==> config.mk <==
export PLATFORM = sky130hd
export DESIGN_NAME = spi_echo_responder
export DESIGN_NICKNAME = d
export VERILOG_FILES = /design/src/rtl/spi_echo_pkg.sv /design/src/rtl/spi_echo_bitpos.sv /design/src/rtl/spi_echo_rx.sv /design/src/rtl/spi_echo_tx.sv /design/src/rtl/spi_echo_responder.sv
export SDC_FILE = /design/constraint.sdc
export NUM_CORES = 1
export LEC_CHECK = 0
export ABC_AREA = 1
export BUFFER_PORTS_ARGS = -buffer_cell sky130_fd_sc_hd__buf_2
export CAP_MARGIN = 30
export CORE_UTILIZATION = 25
export DETAILED_ROUTE_END_ITERATION = 12
export PLACE_DENSITY = 0.45
export SETUP_SLACK_MARGIN = 0.5
export SYNTH_ARGS = -nofsm -noshare
export SYNTH_HDL_FRONTEND = slang
export SYNTH_HIERARCHICAL = 1
export SYNTH_SLANG_ARGS = --single-unit
==> constraint.sdc <==
create_clock -name sclk -period 1.9 [get_ports sclk]
set_input_delay 0.19 -clock sclk [delete_from_list [all_inputs] [get_ports sclk]]
set_output_delay 0.19 -clock sclk [all_outputs]
set_load 0.01 [all_outputs]
==> src/rtl/spi_echo_pkg.sv <==
// Package: spi_echo_pkg
// Shared sizing for the increment-echo responder.
// Assumes the word width is a power of two so the bit position wraps cleanly.
package spi_echo_pkg;
    localparam int unsigned WORD_W = 8;
    localparam int unsigned POS_W  = $clog2(WORD_W);
endpackage

==> src/rtl/spi_echo_bitpos.sv <==
// Module: spi_echo_bitpos
// Tracks the bit position inside the current byte and flags the final bit.
// Assumes: runs on rising sclk; cs_n high on any edge restarts the byte.
module spi_echo_bitpos #(
    parameter int unsigned WORD_W = spi_echo_pkg::WORD_W,
    parameter int unsigned POS_W  = spi_echo_pkg::POS_W
) (
    input  logic sclk,
    input  logic rst_n,
    input  logic cs_n,
    output logic first_bit,
    output logic last_bit,
    output logic byte_done
);
    localparam logic [POS_W-1:0] LAST_POS = POS_W'(WORD_W - 1);

    logic [POS_W-1:0] pos;

    // Decode the start and the final bit of the byte in progress.
    always_comb begin
        first_bit = (pos == '0);
        last_bit  = !cs_n && (pos == LAST_POS);
    end

    // Advance the position per sampled bit; pulse at the end of a byte.
    always_ff @(posedge sclk) begin
        if (!rst_n) begin
            pos       <= '0;
            byte_done <= 1'b0;
        end else if (cs_n) begin
            pos       <= '0;
            byte_done <= 1'b0;
        end else begin
            byte_done <= (pos == LAST_POS);
            pos       <= (pos == LAST_POS) ? '0 : pos + 1'b1;
        end
    end

    // an edge with select high leaves the position at zero.
    p_idle_clears_r6: assert property (@(posedge sclk) disable iff (!rst_n)
        cs_n |=> (pos == '0));

    // completion pulse never lasts two cycles.
    p_done_single_r5: assert property (@(posedge sclk) disable iff (!rst_n)
        byte_done |=> !byte_done);

    // a pulse only follows a sampled final bit with select low.
    p_done_cause_r5: assert property (@(posedge sclk) disable iff (!rst_n)
        $rose(byte_done) |-> ($past(pos) == LAST_POS) && !$past(cs_n));
endmodule

==> src/rtl/spi_echo_rx.sv <==
// Module: spi_echo_rx
// Assembles MSB-first bytes from mosi and loads the reply buffer with byte+1.
// Assumes: last_bit marks the rising edge carrying the eighth bit. The reply
// uses the fresh word (stored bits plus the current mosi bit), never the
// stale shift register.
module spi_echo_rx #(
    parameter int unsigned WORD_W = spi_echo_pkg::WORD_W
) (
    input  logic              sclk,
    input  logic              rst_n,
    input  logic              cs_n,
    input  logic              mosi,
    input  logic              last_bit,
    output logic [WORD_W-1:0] rx_byte,
    output logic [WORD_W-1:0] reply_buf
);
    logic [WORD_W-2:0] held;
    logic [WORD_W-1:0] word_now;

    // Form the complete word including the bit being sampled now.
    always_comb word_now = {held, mosi};

    // Shift in one bit per edge; on the final bit capture and increment.
    always_ff @(posedge sclk) begin
        if (!rst_n) begin
            held      <= '0;
            rx_byte   <= '0;
            reply_buf <= '0;
        end else if (!cs_n) begin
            held <= word_now[WORD_W-2:0];
            if (last_bit) begin
                rx_byte   <= word_now;
                reply_buf <= word_now + 1'b1;
            end
        end
    end

    // the reply buffer changes only on a byte's final bit.
    p_buf_hold_r7: assert property (@(posedge sclk) disable iff (!rst_n)
        !last_bit |=> $stable(reply_buf));

    // an all-ones byte is answered with zero.
    p_wrap_zero_r4: assert property (@(posedge sclk) disable iff (!rst_n)
        (last_bit && (word_now == '1)) |=> (reply_buf == '0));
endmodule

==> src/rtl/spi_echo_tx.sv <==
// Module: spi_echo_tx
// Drives the reply MSB first, updating on falling sclk.
// Assumes: at a byte start the shift register is not yet loaded, so the
// leading bit is taken straight from the buffer while the rest is preloaded.
module spi_echo_tx #(
    parameter int unsigned WORD_W = spi_echo_pkg::WORD_W
) (
    input  logic              sclk,
    input  logic              rst_n,
    input  logic              cs_n,
    input  logic              first_bit,
    input  logic [WORD_W-1:0] reply_buf,
    output logic              miso
);
    logic [WORD_W-1:0] shreg;
    logic              out_q;

    // Present the next reply bit on each falling edge.
    always_ff @(negedge sclk) begin
        if (!rst_n) begin
            shreg <= '0;
            out_q <= 1'b0;
        end else if (cs_n || first_bit) begin
            out_q <= reply_buf[WORD_W-1];
            shreg <= {reply_buf[WORD_W-2:0], 1'b0};
        end else begin
            out_q <= shreg[WORD_W-1];
            shreg <= {shreg[WORD_W-2:0], 1'b0};
        end
    end

    // Gate the output low while the target is not selected.
    always_comb miso = cs_n ? 1'b0 : out_q;

    // at a byte start the leading bit mirrors the buffer MSB.
    p_lead_bit_r8: assert property (@(negedge sclk) disable iff (!rst_n)
        (cs_n || first_bit) |=> (out_q == $past(reply_buf[WORD_W-1])));
endmodule

==> src/rtl/spi_echo_responder.sv <==
// Module: spi_echo_responder
// SPI target (sample on rising, drive on falling) returning each byte + 1
// one byte later. Everything runs on the master's sclk; no synchronizers.
// Assumes: rst_n is applied with sclk running and cs_n high.
module spi_echo_responder (
    input  logic       sclk,
    input  logic       rst_n,
    input  logic       cs_n,
    input  logic       mosi,
    output logic       miso,
    output logic [7:0] rx_byte,
    output logic       byte_done
);
    import spi_echo_pkg::*;

    logic              first_bit;
    logic              last_bit;
    logic [WORD_W-1:0] reply_buf;

    spi_echo_bitpos #(.WORD_W(WORD_W), .POS_W(POS_W)) u_pos (
        .sclk      (sclk),
        .rst_n     (rst_n),
        .cs_n      (cs_n),
        .first_bit (first_bit),
        .last_bit  (last_bit),
        .byte_done (byte_done)
    );

    spi_echo_rx #(.WORD_W(WORD_W)) u_rx (
        .sclk      (sclk),
        .rst_n     (rst_n),
        .cs_n      (cs_n),
        .mosi      (mosi),
        .last_bit  (last_bit),
        .rx_byte   (rx_byte),
        .reply_buf (reply_buf)
    );

    spi_echo_tx #(.WORD_W(WORD_W)) u_tx (
        .sclk      (sclk),
        .rst_n     (rst_n),
        .cs_n      (cs_n),
        .first_bit (first_bit),
        .reply_buf (reply_buf),
        .miso      (miso)
    );
endmodule

Yosys cells after proc, flatten, opt, wreduce, memory -nomap -nowiden
Cells that the tools add are included.

Add/subtract/negate cells: 2. Multiply operators: 0. Divide/modulo/power cells: 0. Order comparisons: 0. Equality and inequality tests: 1. Shift operators: 0. Mux-type cells: 3. Bitwise gates (word level): 2. Reduce and logical (&&, ||, !) cells: 7.

Operators by type and width (count): $add 8x1->8 const B (1); $mux 8 (1); $add 3x1->3 const B (1); $eq 3x3->1 const B (1); $logic_not 3->1 (1); $reduce_or 3->1 (1); $mux 1 (2); $not 1->1 (2); $reduce_and 2->1 (1); $reduce_or 2->1 (1); $logic_and 1x1->1 (1); $logic_not 1->1 (1); $logic_or 1x1->1 (1).

Bits in registers: 36. Latch bits: 0. Bits in writable memories: 0. Bits in read-only memories: 0. Input bits: 4. Memories kept: 0.

Longest topological paths before layout
Word-level depth: 3. Mapped depth: 11.

Modules after synthesis
Netlist, hierarchy kept.

Modules (own cells, without submodules): spi_echo_rx (times used 1, cells an instance 131, area an instance 1001.0 um^2, sequential area each 460.4 um^2); spi_echo_tx (times used 1, cells an instance 51, area an instance 337.8 um^2, sequential area each 160.2 um^2); spi_echo_bitpos (times used 1, cells an instance 22, area an instance 180.2 um^2, sequential area each 80.1 um^2).

==> flow_summary.toml <==
[run_status]
status = "finished with violations"
violations = "setup timing"

[sta]
worst_pin_slew_ns = 0.3149
finalSetupViolations = 9
whs_ns = 0.2058
skew_ns = 0.05795
layout_setup_ws_ns = -0.1349
rsz0062_at_grt = "yes"
slew_headroom = 0.7898
hold_viol = 0
slew_viol_final = 0

[critical_path]
arrival_ns = 1.36
critPathLaunchType = "flop"
criticalPathCategory = "reg2reg"
critical_path_required_ns = 1.22
end_kind = "flop"
crit_path_max_fanout = 15

[clocking]
clock-root-buffer = "clkbuf_8"
insertion_delay_ns = 0.34
cts_num_sinks = 35
numCtsBuffers = 5
cts_buffer_depth = 2
clk_pin_slew_worst_paths_ns = 0.07
cts_tree = "done"
postCtsHoldBufs = 0
cts.htree.levels = 2

[synth]
synth.distinct_cells = 23
yosysWarnings = 6
postSynthNetCount = 212
yosysMostFrequentCell = "nor2_1"
avgSynthCellArea_um2 = 7.446
synth_top_area_share = 0.4613
ys_ff_latch = 35
synth_cells = 204
synth_largest_area_cell = "dfxtp_1"
synth_common_cells = "nor2_1 (48), nand2_1 (38), dfxtp_1 (35), inv_1 (26), o21ai_0 (15)"
ys.flop_type = "dfxtp_1"
synth.yosys.seq_area_share = 0.4613
synthesis.area_um2 = 1519
ys_top_cells_by_area = "dfxtp_1 (46%), nor2_1 (12%), nand2_1 (9.4%)"
async_reset_ff_frac = 0
synth-edff-count = 0

[layout]
regArea_um2 = 703.2
fillers = 651
insertedDiodeCount = 0
drive_gt1_frac = 0.2689
nNetsFinal = 245
multi_input_area_um2 = 686.9
areaGrowthSynthToFinish_pct = 28.50
fin_util = 0.3316

[grt]
grtUsageTotal = 0.1162
grt_pass1_vias = 1255
grt-ovfl-total = 0
grt_start_max_net_pins = 16
grt_antenna_before_repair = 0
grt_pass1_wl_mm = 5.644

[power]
power.static_leakage_uw = 0.0008892
p_int_uw = 1063
irDropWorstVdd_mv = 0.3882
seq_power_share = 0.536
p_clk_frac = 0.397
swShare = 0.2600
combPwrFrac = 0.067
power.switching_uw = 373.5
power_density_nw_per_um2 = 736.0

[floorplan]
fp.dieH_um = 79.95
dieArea_um2 = 6391
die_w_um = 79.95
top_level_ports = 14
rows = 28
core_area_um2 = 5886
start_util = 0.2581

[place]
hpwl_mm = 2.254
io_buffer_count = 13
gp_congestion = 0.7699
post-place-ws_ns = -0.2232

[run]
maxCapViolations = 0

[route]
via_count = 1304
drtPass1Iterations = 4
vias_per_cell = 4.166
drc = 0
drt_wl_total_mm = 3.295
wire_per_inst_um = 10.53
wl_met2_mm = 1.536
wl_met1_mm = 1.603
antenna_left = 0
dr.max_layer_used = "met4"
first_iter_violations = 61
wl_met3_um = 103

[worst_hold_path]
worstHoldPathType = "in2reg"
[metal layers]
metal,track usage,vias to the layer above
met4,0.04821,0
met1,0.1399,589
met3,0.03200,4
li1,-,691
met5,0,-
met2,0.1932,20
[power groups by stage]
stage	Clock, µW	Sequential, µW	Combinational (µW)
after floorplan	29.2	778	67.0
after global placement	29.2	784	89.7
after detailed placement	29.2	784	90.7
after CTS	602	769	97.2
after global routing	646	772	111
final	571	770	96.2
[sequential cells by signal, indices dropped and copies added, names as in the netlist]
name / count
u_rx/reply_buf: 8
u_rx/rx_byte: 8
u_rx/held: 7
u_tx/shreg: 7
u_pos/pos: 3
u_pos/byte_done: 1
u_tx/out_q: 1
[cell usage in the layout (no fill, tap or decap), types with 2 or more instances in the layout]
cell type | netlist | layout
nor2_1 | 48 | 38
nand2_1 | 38 | 38
dfxtp_1 | 35 | 33
inv_1 | 26 | 29
buf_2 | 2 | 13
o21ai_0 | 15 | 11
nor2_2 | 1 | 10
nand3_1 | 9 | 7
inv_2 | 3 | 6
a21oi_1 | 6 | 6
clkbuf_8 | 0 | 5
buf_4 | 1 | 5
buf_6 | 3 | 4
nor3_1 | 4 | 4
nand3_2 | 1 | 3
ha_1 | 4 | 3
buf_12 | 1 | 3
clkinvlp_2 | 0 | 2
nor2_4 | 1 | 2
dfxtp_2 | 0 | 2
o21ai_2 | 0 | 2
o21ai_1 | 0 | 2
[cell families (layout without fill, tap and decap cells)]
family / Yosys count / after routing / synth area share
AO/OA/AOI/OAI: 23 / 23 / 0.07990
buffers and inverters: 37 / 71 / 0.1260
adder cells (fa/ha/maj): 4 / 4 / 0.03295
flip-flops: 35 / 35 / 0.4613
AND/OR/NAND/NOR: 104 / 104 / 0.2941
XOR/XNOR: 1 / 1 / 0.005767
[what timing repair did]
item                       CTS  global route
buffers inserted             7             0
cloned                       1             0
setup endpoints to repair   25            25
pin swaps                    4             2
resized for setup           17             8
[layout make-up]
cell class / instances / share of cell area
Sequential cell: 35 / 0.3603
Multi-Input combinational cell: 132 / 0.3519
Timing Repair Buffer: 26 / 0.1205
Inverter: 29 / 0.06154
Tap cell: 75 / 0.04808
Clock buffer: 6 / 0.03718
Clock inverter: 10 / 0.02051
[stage by stage]
| step | total power, µW | TNS [ns] | cells | cell area (µm²) |
|---|---|---|---|---|
| finish | 1437 | -0.9537 | 313 | 1952 |
| global placement | 902.5 | -1.321 | 290 | 1667 |
| global route | 1529 | -1.573 | 313 | 1952 |
| detailed placement | 903.5 | -1.588 | 290 | 1667 |
| floorplan | 874.0 | -0.7671 | 204 | 1541 |
| CTS | 1468 | -1.025 | 313 | 1929 |
[path summary, 6_finish.rpt]
| check | start | endpoint | slack, ns | depth (start not counted) |
|---|---|---|---|---|
| worst min-delay path | mosi | u_rx/held[0] | 0.21 | 3 |
| worst min register to register | u_rx/rx_byte[4] | u_rx/rx_byte[4] | 0.48 | 2 |
| worst max register to register | u_pos/pos[1] | u_tx/shreg[4] | -0.13 | 9 |
| worst max-delay path | u_pos/pos[1] | u_tx/shreg[4] | -0.13 | 9 |
[worst max-delay path, stage by stage (launching register included)]
cell and delay [ns]:
dfxtp_2 0.33, inv_2 0.06, ha_4 0.12, inv_2 0.03, nor2_2 0.13, nor2_4 0.06
buf_12 0.14, nand2_1 0.06, nand2_1 0.05, nor2_1 0.09
No activity file was read; power rests on OpenSTA's default activity.
